==> src/rtl/fr_pkg.sv <==
package fr_pkg;
  localparam int unsigned NSTAGE = 6;

  typedef enum int unsigned {
    ST_F0 = 0,
    ST_F1 = 1,
    ST_D  = 2,
    ST_X  = 3,
    ST_M  = 4,
    ST_W  = 5
  } stage_e;

  typedef struct packed {
    logic d;
    logic f1;
    logic f0;
  } kill_t;
endpackage

==> src/rtl/fr_redirect_arb.sv <==
module fr_redirect_arb #(
  parameter int unsigned ADDR_W = 32
) (
  input  logic              jump_taken,
  input  logic [ADDR_W-1:0] jump_target,
  input  logic              branch_taken,
  input  logic [ADDR_W-1:0] branch_target,
  input  logic              d_valid,
  input  logic              x_valid,
  output logic              br_fire,
  output logic              jp_fire,
  output logic              redir,
  output logic [ADDR_W-1:0] redir_tgt,
  output fr_pkg::kill_t     kill
);
  // Older instruction (execute) outranks younger one (decode).
  function automatic logic [ADDR_W-1:0] pick_target(input logic use_br,
                                                    input logic [ADDR_W-1:0] b,
                                                    input logic [ADDR_W-1:0] j);
    return use_br ? b : j;
  endfunction

  always_comb begin
    br_fire   = branch_taken && x_valid;
    jp_fire   = jump_taken && d_valid && !br_fire;
    redir     = br_fire || jp_fire;
    redir_tgt = pick_target(br_fire, branch_target, jump_target);
    kill.f0   = redir;
    kill.f1   = redir;
    kill.d    = br_fire;
  end
endmodule

==> src/rtl/fr_pc_seq.sv <==
module fr_pc_seq #(
  parameter int unsigned     ADDR_W      = 32,
  parameter int unsigned     INSTR_BYTES = 4,
  parameter logic [ADDR_W-1:0] START_ADDR = ADDR_W'('h100)
) (
  input  logic              clk,
  input  logic              rst_n,
  input  logic              stall,
  input  logic              redir,
  input  logic [ADDR_W-1:0] redir_tgt,
  input  logic              f0_valid,
  output logic [ADDR_W-1:0] pc_q,
  output logic [ADDR_W-1:0] next_pc,
  output logic              pend_v,
  output logic [ADDR_W-1:0] pend_tgt
);
  localparam logic [ADDR_W-1:0] STEP = ADDR_W'(INSTR_BYTES);

  // A bubble in F0 means nothing was fetched there: fetch the same word again.
  function automatic logic [ADDR_W-1:0] seq_pc(input logic [ADDR_W-1:0] pc,
                                               input logic valid);
    return valid ? pc + STEP : pc;
  endfunction

  always_comb begin
    if (stall)       next_pc = pc_q;
    else if (redir)  next_pc = redir_tgt;
    else if (pend_v) next_pc = pend_tgt;
    else             next_pc = seq_pc(pc_q, f0_valid);
  end

  always_ff @(posedge clk) begin
    if (!rst_n) begin
      pc_q     <= START_ADDR;
      pend_v   <= 1'b0;
      pend_tgt <= '0;
    end else begin
      pc_q <= next_pc;
      if (stall && redir) begin
        pend_v   <= 1'b1;
        pend_tgt <= redir_tgt;
      end else if (!stall) begin
        pend_v   <= 1'b0;
      end
    end
  end
endmodule

==> src/rtl/fr_stage_track.sv <==
module fr_stage_track #(
  parameter int unsigned NSTAGE = fr_pkg::NSTAGE
) (
  input  logic              clk,
  input  logic              rst_n,
  input  logic              stall,
  input  logic [NSTAGE-1:0] kill,
  output logic [NSTAGE-1:0] valid
);
  logic [NSTAGE-1:0] live;
  assign live = valid & ~kill;

  always_ff @(posedge clk) begin
    if (!rst_n) begin
      valid[0] <= 1'b0;
      valid[1] <= 1'b0;
    end else begin
      valid[0] <= stall ? live[0] : 1'b1;
      valid[1] <= stall ? 1'b0 : live[0];
    end
  end

  for (genvar s = 2; s < NSTAGE; s++) begin : g_stage
    always_ff @(posedge clk) begin
      if (!rst_n) valid[s] <= 1'b0;
      else        valid[s] <= live[s-1];
    end
  end
endmodule

==> src/rtl/fr_perf_cnt.sv <==
module fr_perf_cnt #(
  parameter int unsigned CNT_W = 32
) (
  input  logic             clk,
  input  logic             rst_n,
  input  logic             retire_en,
  output logic [CNT_W-1:0] retired,
  output logic [CNT_W-1:0] cycles
);
  function automatic logic [CNT_W-1:0] bump(input logic [CNT_W-1:0] v,
                                            input logic en);
    return v + CNT_W'(en);
  endfunction

  always_ff @(posedge clk) begin
    if (!rst_n) begin
      retired <= '0;
      cycles  <= '0;
    end else begin
      retired <= bump(retired, retire_en);
      cycles  <= bump(cycles, 1'b1);
    end
  end
endmodule

==> src/rtl/fetch_redirect_ctrl.sv <==
module fetch_redirect_ctrl #(
  parameter int unsigned       ADDR_W      = 32,
  parameter int unsigned       INSTR_BYTES = 4,
  parameter int unsigned       CNT_W       = 32,
  parameter logic [ADDR_W-1:0] START_ADDR  = ADDR_W'('h100)
) (
  input  logic                      clk,
  input  logic                      rst_n,
  input  logic                      dec_jump_taken,
  input  logic [ADDR_W-1:0]         dec_jump_target,
  input  logic                      exe_branch_taken,
  input  logic [ADDR_W-1:0]         exe_branch_target,
  input  logic                      icache_stall,
  output logic [ADDR_W-1:0]         fetch_pc,
  output logic [ADDR_W-1:0]         next_pc,
  output logic                      kill_f0,
  output logic                      kill_f1,
  output logic                      kill_d,
  output logic                      fetch_hold,
  output logic [fr_pkg::NSTAGE-1:0] stage_valid,
  output logic [CNT_W-1:0]          retired_count,
  output logic [CNT_W-1:0]          cycle_count
);
  import fr_pkg::*;

  // Named internal events, visible to the bound checker.
  logic              br_fire;
  logic              jp_fire;
  logic              redir;
  logic [ADDR_W-1:0] redir_tgt;
  logic              pend_v;
  logic [ADDR_W-1:0] pend_tgt;
  kill_t             kill;
  logic [NSTAGE-1:0] kill_vec;

  fr_redirect_arb #(.ADDR_W(ADDR_W)) i_arb (
    .jump_taken   (dec_jump_taken),
    .jump_target  (dec_jump_target),
    .branch_taken (exe_branch_taken),
    .branch_target(exe_branch_target),
    .d_valid      (stage_valid[ST_D]),
    .x_valid      (stage_valid[ST_X]),
    .br_fire      (br_fire),
    .jp_fire      (jp_fire),
    .redir        (redir),
    .redir_tgt    (redir_tgt),
    .kill         (kill)
  );

  fr_pc_seq #(
    .ADDR_W     (ADDR_W),
    .INSTR_BYTES(INSTR_BYTES),
    .START_ADDR (START_ADDR)
  ) i_pc (
    .clk      (clk),
    .rst_n    (rst_n),
    .stall    (icache_stall),
    .redir    (redir),
    .redir_tgt(redir_tgt),
    .f0_valid (stage_valid[ST_F0]),
    .pc_q     (fetch_pc),
    .next_pc  (next_pc),
    .pend_v   (pend_v),
    .pend_tgt (pend_tgt)
  );

  always_comb begin
    kill_vec        = '0;
    kill_vec[ST_F0] = kill.f0;
    kill_vec[ST_F1] = kill.f1;
    kill_vec[ST_D]  = kill.d;
  end

  fr_stage_track #(.NSTAGE(NSTAGE)) i_track (
    .clk  (clk),
    .rst_n(rst_n),
    .stall(icache_stall),
    .kill (kill_vec),
    .valid(stage_valid)
  );

  fr_perf_cnt #(.CNT_W(CNT_W)) i_cnt (
    .clk      (clk),
    .rst_n    (rst_n),
    .retire_en(stage_valid[ST_W]),
    .retired  (retired_count),
    .cycles   (cycle_count)
  );

  assign kill_f0    = kill.f0;
  assign kill_f1    = kill.f1;
  assign kill_d     = kill.d;
  assign fetch_hold = icache_stall;
endmodule

==> config.mk <==
export PLATFORM = sky130hd
export DESIGN_NAME = fetch_redirect_ctrl
export DESIGN_NICKNAME = d
export VERILOG_FILES = /design/src/rtl/fr_pkg.sv /design/src/rtl/fr_redirect_arb.sv /design/src/rtl/fr_pc_seq.sv /design/src/rtl/fr_stage_track.sv /design/src/rtl/fr_perf_cnt.sv /design/src/rtl/fetch_redirect_ctrl.sv
export SDC_FILE = /design/constraint.sdc
export NUM_CORES = 1
export LEC_CHECK = 0
export BUFFER_PORTS_ARGS = -buffer_cell sky130_fd_sc_hd__buf_2
export CORE_ASPECT_RATIO = 1.25
export CORE_MARGIN = 10
export CORE_UTILIZATION = 53
export DETAILED_ROUTE_END_ITERATION = 16
export GPL_ROUTABILITY_DRIVEN = 0
export HOLD_SLACK_MARGIN = 0.05
export MAX_ROUTING_LAYER = met4
export PLACE_DENSITY = 0.89
export SKIP_LAST_GASP = 1
export SLEW_MARGIN = 25
export SYNTH_ARGS = -nofsm -noshare
export SYNTH_HDL_FRONTEND = slang
export SYNTH_SLANG_ARGS = --single-unit
==> constraint.sdc <==
create_clock -name clk -period 2.3 [get_ports clk]
set_input_delay 0.115 -clock clk [delete_from_list [all_inputs] [get_ports clk]]
set_output_delay 0.115 -clock clk [all_outputs]
set_load 0.005 [all_outputs]
# --- Yosys cells after proc, flatten, opt, wreduce, memory -nomap -nowiden ---
# Cells that the tools add are included.
word_totals:
  regBits: 135
  input_bits: 69
  output_inout_bits: 138
classes:
  add_sub_neg: 3
  n_eq_ne: 1
  n_mux: 8
  n_bitwise: 3
  n_reduce_logical: 7
ops:
  columns: ["op", "n"]
  rows:
  - ["32-bit 2-to-1 mux", 5]
  - ["32-bit by 1-bit adder with 32-bit output", 1]
  - ["32-bit by 1-bit adder with 32-bit output (second input constant)", 1]
  - ["32-bit by 3-bit adder with 32-bit output (second input constant)", 1]
  - ["5-bit AND", 1]
  - ["3-bit NOT with 5-bit output", 1]
  - ["1-bit logical AND", 4]
  - ["1-bit 2-to-1 mux", 3]
  - ["2-bit by 1-bit inequality test with 1-bit output (second input constant)", 1]
  - ["2-bit OR reduction", 1]
  - ["1-bit logical NOT", 1]
  - ["1-bit logical OR", 1]
  - ["1-bit NOT", 1]

# --- Logic depth before layout (Yosys ltp) ---
# Gate-level depths: netlist (run 1).
depth:
  word_depth: 7
  mapped_depth: 9

# --- Hierarchy ---
# A second synthesis (run 1) with hierarchy kept.
hier_totals:
  hier_cells: 953
  hier_area_um2: 7711.1
modules_own_cells:
  columns: ["module", "n_inst", "cells_per_inst", "area_per_inst_um2", "seq_area_each_um2"]
  rows:
  - ["fr_pc_seq", 1, 546, 3966.3, 1301.2]
  - ["fr_perf_cnt", 1, 348, 3001.6, 1281.2]
  - ["fr_redirect_arb", 1, 43, 544.3, 0.0]
  - ["fr_stage_track", 1, 14, 187.7, 120.1]
  - ["fetch_redirect_ctrl", 1, 2, 11.3, 0.0]

# --- Least setup slack after synthesis (run 1) ---
# No wires, ideal clock.
synth_timing:
  path_kind: "register -> register"
  from: "register i_pc.pc_q[2]"
  to: "register i_pc.pc_q[20]"
  t_arrival_ns: 1.858
  required_ns: 2.172
  path_slack_ns: 0.314
  stages_incl_launch_ff: 7
  path_buffers: 0
  period_less_slack_ns: 1.986
  path_cell_list: "dfxtp_1 ha_1 nand2_1 or3_4 or4b_4 a21oi_2 nor3_1"
synth_via:
  elab_chain_cells: 5
synth_rtl:
  columns: ["item", "line", "source"]
  rows:
  - ["start: declaration", "fr_pc_seq.sv:12", "output logic [ADDR_W-1:0] pc_q,"]
  - ["start signal: assignment", "fr_pc_seq.sv:38", "pc_q <= next_pc;"]
  - ["32-bit by 3-bit adder with 32-bit output", "fr_pc_seq.sv:22", "return valid ? pc + STEP : pc;"]
  - ["32-bit 2-to-1 mux", "fr_pc_seq.sv:22", null]
  - ["32-bit 2-to-1 mux", "fr_pc_seq.sv:28", "else if (pend_v) next_pc = pend_tgt;"]
  - ["32-bit 2-to-1 mux", "fr_pc_seq.sv:27", "else if (redir) next_pc = redir_tgt;"]
  - ["32-bit 2-to-1 mux", "fr_pc_seq.sv:26", "if (stall) next_pc = pc_q;"]
# Every way passes these cells.
# A chain may end at the register's enable or synchronous reset.

# --- Final worst setup path (run 1) ---
layout_timing:
  from: "register i_pc.pc_q[15]"
  to: "output port next_pc[28]"
layout_via:
  elab_chain_cells: 5
layout_rtl:
  columns: ["item", "line", "source"]
  rows:
  - ["32-bit by 3-bit adder with 32-bit output", "fr_pc_seq.sv:22", null]
  - ["32-bit 2-to-1 mux", "fr_pc_seq.sv:22", null]
  - ["32-bit 2-to-1 mux", "fr_pc_seq.sv:28", null]
  - ["32-bit 2-to-1 mux", "fr_pc_seq.sv:27", null]
  - ["32-bit 2-to-1 mux", "fr_pc_seq.sv:26", null]
  - ["end: declaration", "fetch_redirect_ctrl.sv:15", "output logic [ADDR_W-1:0] next_pc,"]
# Every way passes these cells.

==> results by group, run 1 <==
Run status
  – Status: finished with violations
  – Failing checks: negative setup slack

Pwr
  – Total power: 5.73 mW
  – Leakage: 4.39 nW
  – Peak supply drop: 0.517 mV
  – PwrDens: 565 nW/um^2

Logic synthesis
  – Synth warn: 0
  – Post-synth EDFFs: 0
  – Cell Area, Synth: 7410 um^2
  – Mapped Nets: 969
  – Synth cell types: 79
  – Post-synth ARST share: 0%
  – Mapped Cells: 896
  – Number of synthesized register bits: 135
  – Top-area cell type share of the netlist area: 36.5%
  – Main area contributors after synthesis: dfxtp_1, nor2_1, xor2_1
  – Post-Syn Area per Cell: 8.27 um^2
  – Area leader, netlist: dfxtp_1
  – Seq/Total Area, Yosys: 36.5%
  – Ys flop type: dfxtp_1

Place
  – Detailed Place HPWL: 18.4 mm
  – Port Buf Inserts: 206

Clock network
  – CTS Sinks: 135
  – CTS H-tree depth: 4
  – Clk slew on worst S/H paths: 60 ps
  – Root Driver: clkbuf_16
  – CTS buffer count: 17
  – Clk_lat worst skew: 420 ps
  – CTS tree: yes
  – CTS max path bufs: 2

Detailed routing
  – Via Count: 8620
  – DR iter-0 viols: 1119
  – Post-route ant nets: 0
  – Drt first pass iters: 6
  – Detailed Route WL: 29.0 mm
  – DRC viols: 0
  – Post-DR vias/cell: 6.43
  – Routed len/inst: 21.7 um

Floorplanning
  – Initial Util: 53.9%
  – Core Footprint: 13800 um^2
  – Die Y: 152 um
  – Die area: 19100 um^2
  – Die width: 126 um
  – I/O pin count: 207
  – Rows: 48

Timing
  – Period utilization: 108%
  – Relative slew slack: 55.1%
  – Final hold viol count: 0
  – Setup violators final: 11
  – Fmax: 403 MHz
  – Worst Setup Slack, final: -179 ps
  – Fin crit period: 2480 ps
  – Slew @ Worst Pin: 667 ps
  – RSZ-0062 raised after global routing: yes
  – TNS Setup: -961 ps
  – Clock Skew: 7.67 ps
  – Max-slew violation count: 0

Critical path
  – Worst setup SP type: flop
  – Setup crit end kind: primary output
  – Crit path required time: 2180 ps
  – Critical path arrival: 2360 ps
  – Largest fanout on the critical path: 3
  – Critical path class: flop to primary output

Global routing
  – Initial antenna violation count: 7
  – First-pass GRT wire length: 41.5 mm
  – Largest net degree at the start of global routing: 46
  – Vias in the first global route: 8137
  – All-Layer GR Usage: 26.4%
  – Gr ovfl total: 0

Job
  – Max-cap viol count: 0

Worst hold path
  – Hold Crit Class: input pin to flop

Finish
  – Nets: 1219
  – Share of cells above drive strength 1: 35.9%
  – Area grow syn2layout: 36.9%
[stage by stage]
step,setup WS (ps),instances,area (um^2),util (%),hold WS (ps)
floorplan,314,896,7410,-,274
global route,-267,1341,10100,73.8,65.0
global placement,247,1262,8770,63.8,395
finish,-179,1341,10100,73.8,29.8
detailed placement,212,1262,8770,63.8,401
CTS,-57.3,1318,9710,70.6,51.1
[timing repair]
| item | CTS | global route |
|---|---|---|
| gates resized for setup | 42 | 56 |
| endpoints found under the setup margin | 28 | 35 |
| hold endpoints to repair | 8 | 0 |
| hold buffers | 12 | 0 |
| pin swaps | 6 | 12 |
| gates cloned | 0 | 3 |
| buffers inserted | 12 | 15 |
[cell usage in the layout (no fill, tap or decap), drive strengths merged, types with 6 or more instances in the layout]
master,n
a211oi,34
a21oi,43
a221oi,6
a311oi,10
a31oi,11
and2,25
and3,28
buf,280
clkbuf,24
clkinv,7
dfxtp,135
diode,7
dlygate4sd3,11
inv,16
mux2,6
mux2i,23
nand2,60
nand2b,9
nand3,47
nand4,28
nor2,125
nor3,27
nor4,17
o211ai,9
o21ai,23
o21bai,6
or3,9
xnor2,13
xor2,37
[critical path: stages, from the launching register on]
cell and delay (ps):
dfxtp_1 340, nand2_2 120, or4_4 590, nor3_4 320, mux2i_2 310, a21oi_2 100, buf_2 150
[layer usage]
metal	part of all wire (%)	wire length (um)	up-vias	global-route usage (%)
met2	48	13900	675	42.9
met3	11	3330	172	9.05
li1	-	-	3810	-
met4	5.2	1500	0	12.9
met1	36	10300	3963	28.2
met5	0	0	-	-
[final cells by class]
type | instances | area [um^2]
diodes | 7 | 17.5
clock buffers | 21 | 460
clock inverters | 11 | 149
fillers | 883 | 3600
inverters | 18 | 76.3
multi-input cells | 680 | 4600
flip-flops and latches | 135 | 2760
well taps | 175 | 219
repair buffers | 294 | 1870
[synthesized netlist by cell type (8+ instances only)]
cell,count
inv_1,15
a311oi_1,10
and2_1,25
or3_1,8
buf_4,11
o21ai_0,23
a211oi_1,32
nand2_1,59
nor2_1,125
nand3_1,45
nand2b_1,9
a21oi_1,42
and3_1,28
nor3_1,26
nand4_1,26
buf_2,11
o211ai_1,9
dfxtp_1,135
xor2_1,37
xnor2_1,13
a31oi_1,11
mux2i_1,23
nor4_1,12
clkbuf_1,33
[kinds of logic after synthesis]
logic type               after synthesis  synth area share, %
AO/OA/AOI/OAI                        204                 20.2
XOR/XNOR                              50                 5.91
adder cells (fa/ha/maj)                4                0.675
buffers and inverters                 81                 5.15
flip-flops                           135                 36.5
multiplexers                          29                 4.02
AND/OR/NAND/NOR                      393                 27.6
[where the power goes]
part / total (mW) / leakage (nW) / switching, mW / internal, mW
clock: 2.84 / 0.289 / 1.08 / 1.76
sequential: 2.39 / 1.10 / 0.0325 / 2.36
combinational: 0.499 / 3.00 / 0.287 / 0.212
total: 5.73 / 4.39 / 1.40 / 4.33
[sequential cells by signal, indices dropped and copies added, names as in the netlist]
register and cells:
i_cnt.cycles 32, i_cnt.retired 32, i_pc.pc_q 32, i_pc.pend_tgt 32
i_track.valid 6, i_pc.pend_v 1
[final timing paths]
check	start	to	slack, ps	cells after the start
setup reg to reg	i_pc.pc_q[4]	i_pc.pc_q[20]	-110	11
hold / removal	dec_jump_target[23]	i_pc.pend_tgt[23]	30	3
hold reg to reg	i_cnt.cycles[0]	i_cnt.cycles[0]	470	1
setup / recovery	i_pc.pc_q[15]	next_pc[28]	-180	6
No activity file was read; power rests on OpenSTA's default activity.
==> run 2, diff against run 1 <==
PLACE_DENSITY = 0.93   (was 0.89)
==> results by group, run 2 (synthesis gave the netlist of run 1 again) <==
Floorplanning
  – Die width: 126 um (unchanged)
  – Core Footprint: 13800 um^2 (unchanged)
  – Rows: 48 (unchanged)
  – Die Y: 152 um (unchanged)
  – Die area: 19100 um^2 (unchanged)
  – I/O pin count: 207 (unchanged)
  – Initial Util: 53.9% (unchanged)

Finish
  – Fill count: 934 (+5.8%)
  – Nets: 1195 (-2.0%)
  – Fin area: 9720 um^2 (-4.2%)
  – Commonest non-fill, non-tap cell in the layout: buf_2
  – Area grow syn2layout: 31.1%
  – Finished Core Util: 70.7% (-3.1 points)
  – Non-filler cells, final: 1315 (-1.9%)
  – Share of cells above drive strength 1: 33.5% (-2.4 points)
  – Commonest cells after routing, fill and taps aside: buf_2, nor2_1, dfxtp_1

Place
  – Placed Cells: 1256 (-0.48%)
  – Detailed Place HPWL: 18.2 mm (-1.2%)
  – Placed Area: 8710 um^2 (-0.66%)
  – Dpl ws: 208 ps (-4.56 ps)
  – Port Buf Inserts: 206 (unchanged)

Clock network
  – Root Driver: clkbuf_16
  – Clk slew on worst S/H paths: 60 ps (about the same)
  – CTS buffer count: 17 (unchanged)
  – CTS Sinks: 135 (unchanged)
  – CTS max path bufs: 2 (unchanged)
  – CTS H-tree depth: 4 (unchanged)
  – CTS tree: yes
  – Clk_lat worst skew: 420 ps (about the same)

Detailed routing
  – DR iter-0 viols: 979 (-13%)
  – Via Count: 8321 (-3.5%)
  – Routed len/inst: 20.5 um (-5.4%)
  – Post-DR vias/cell: 6.33 (-1.6%)
  – DRC viols: 0 (unchanged)
  – Drt first pass iters: 10 (+4)
  – Detailed Route WL: 26.9 mm (-7.2%)
  – Post-route ant nets: 0 (unchanged)

Critical path
  – Critical path arrival: 2450 ps (+90 ps)
  – Max stage delay on crit path: 650 ps (+60 ps)
  – Critical path class: flop to primary output
  – Cell Chain, Critical Path: nand2_2 -> buf_4 -> a211oi_1 -> o32a_1 -> o22ai_2 -> buf_2
  – Setup crit end kind: primary output
  – Slowest stage cell on the critical path: a211oi_1
  – Worst setup SP type: flop
  – Crit path required time: 2180 ps (about the same)
  – Largest fanout on the critical path: 27 (+24)

Timing
  – Worst Setup Slack, final: -270 ps (-90.5 ps)
  – Period utilization: 112% (+3.9 points)
  – Max-slew violation count: 0 (unchanged)
  – Relative slew slack: 53.6% (-1.5 points)
  – Clock Skew: 5.26 ps (-2.41 ps)
  – Setup violators final: 14 (+3)
  – Final hold viol count: 0 (unchanged)
  – Fmax: 389 MHz (-3.5%)
  – RSZ-0062 raised after global routing: yes
  – Slew @ Worst Pin: 692 ps (+25.1 ps)
  – Fin crit period: 2570 ps (+90.5 ps)

Pwr
  – PwrDens: 556 nW/um^2 (-1.6%)
  – Total power: 5.41 mW (-5.7%)
  – Peak supply drop: 0.481 mV (-6.9%)
  – Leakage: 4.22 nW (-3.9%)

Global routing
  – First-pass GRT wire length: 41.5 mm (about the same)
  – All-Layer GR Usage: 26.5% (+0.075 points)
  – Initial antenna violation count: 6 (-1)
  – Largest net degree at the start of global routing: 50 (+8.7%)
  – Gr ovfl total: 0 (unchanged)
  – Vias in the first global route: 8107 (-0.37%)

Run status
  – Status: finished with violations
  – Failing checks: negative setup slack

Worst hold path
  – Hold Crit Class: input pin to flop

Job
  – Max-cap viol count: 0 (unchanged)
-- run 2: cell count changes in the layout (fill, tap and decap cells not counted), moves of 3 or more --
cell / delta
clkinv_4: -3
dfxtp_4: -3
mux2i_4: -3
clkinv_2: +5
buf_4: -18
clkbuf_16: -3
buf_12: -3
-- run 2: cell type report --
cell class / instances / area (um^2) / area share (%)
Antenna cell: 6 / 15.0 / 0.154
Clock buffer: 21 / 460 / 4.74
Clock inverter: 10 / 80.1 / 0.824
Inverter: 18 / 71.3 / 0.734
Multi-Input combinational cell: 680 / 4530 / 46.7
Sequential cell: 135 / 2750 / 28.3
Tap cell: 175 / 219 / 2.25
Timing Repair Buffer: 270 / 1590 / 16.4
-- run 2: power breakdown --
part / switching [mW] / leakage (nW) / internal (mW) / total, mW
logic: 0.280 / 2.85 / 0.199 / 0.479
clock network: 1.01 / 0.268 / 1.52 / 2.53
registers: 0.0319 / 1.10 / 2.36 / 2.40
-- run 2: through the flow --
| stage | hold slack, ps | TNS (ps) |
|---|---|---|
| final | 62.5 | -913 |
| after global routing | 95.7 | -2290 |
| after CTS | 51.8 | -170 |
| after detailed placement | 400 | 0 |
| after global placement | 392 | 0 |
| after floorplan | 274 | 0 |
-- run 2: repair_timing --
action | in CTS | in global routing
hold endpoints to repair | 9 | 0
hold buffers | 13 | 0
resized for setup | 43 | 29
endpoints found under the setup margin | 24 | 27
pin swaps | 6 | 5
buffers inserted | 4 | 5
-- run 2: path summary, 6_finish.rpt --
path                            depth (start not counted)  slack (ps)                 to                start
worst max-delay path                                    6        -270         next_pc[9]     i_track.valid[3]
worst min register to register                          1         470    i_cnt.cycles[0]      i_cnt.cycles[0]
worst min-delay path                                    3          60  i_pc.pend_tgt[25]  dec_jump_target[25]
worst max register to register                          6         120       i_pc.pc_q[9]     i_track.valid[3]
-- run 2: critical path, delay by kind of cell, from the launching register on --
| kind | cells | cell delay [ps] |
|---|---|---|
| buf+inv | 2 | 440 |
| compound gates | 3 | 1120 |
| simple gates | 1 | 90 |
| flops | 1 | 390 |
-- run 2: routing by layer --
| metal | GRT usage [%] | up-vias | wire length, um | part of all wire (%) |
|---|---|---|---|---|
| met5 | - | - | 0 | 0 |
| met4 | 16.5 | 0 | 1770 | 6.6 |
| met3 | 8.04 | 180 | 3140 | 12 |
| met2 | 42.3 | 606 | 12500 | 46 |
| met1 | 28.1 | 3803 | 9580 | 36 |
| li1 | - | 3732 | - | - |
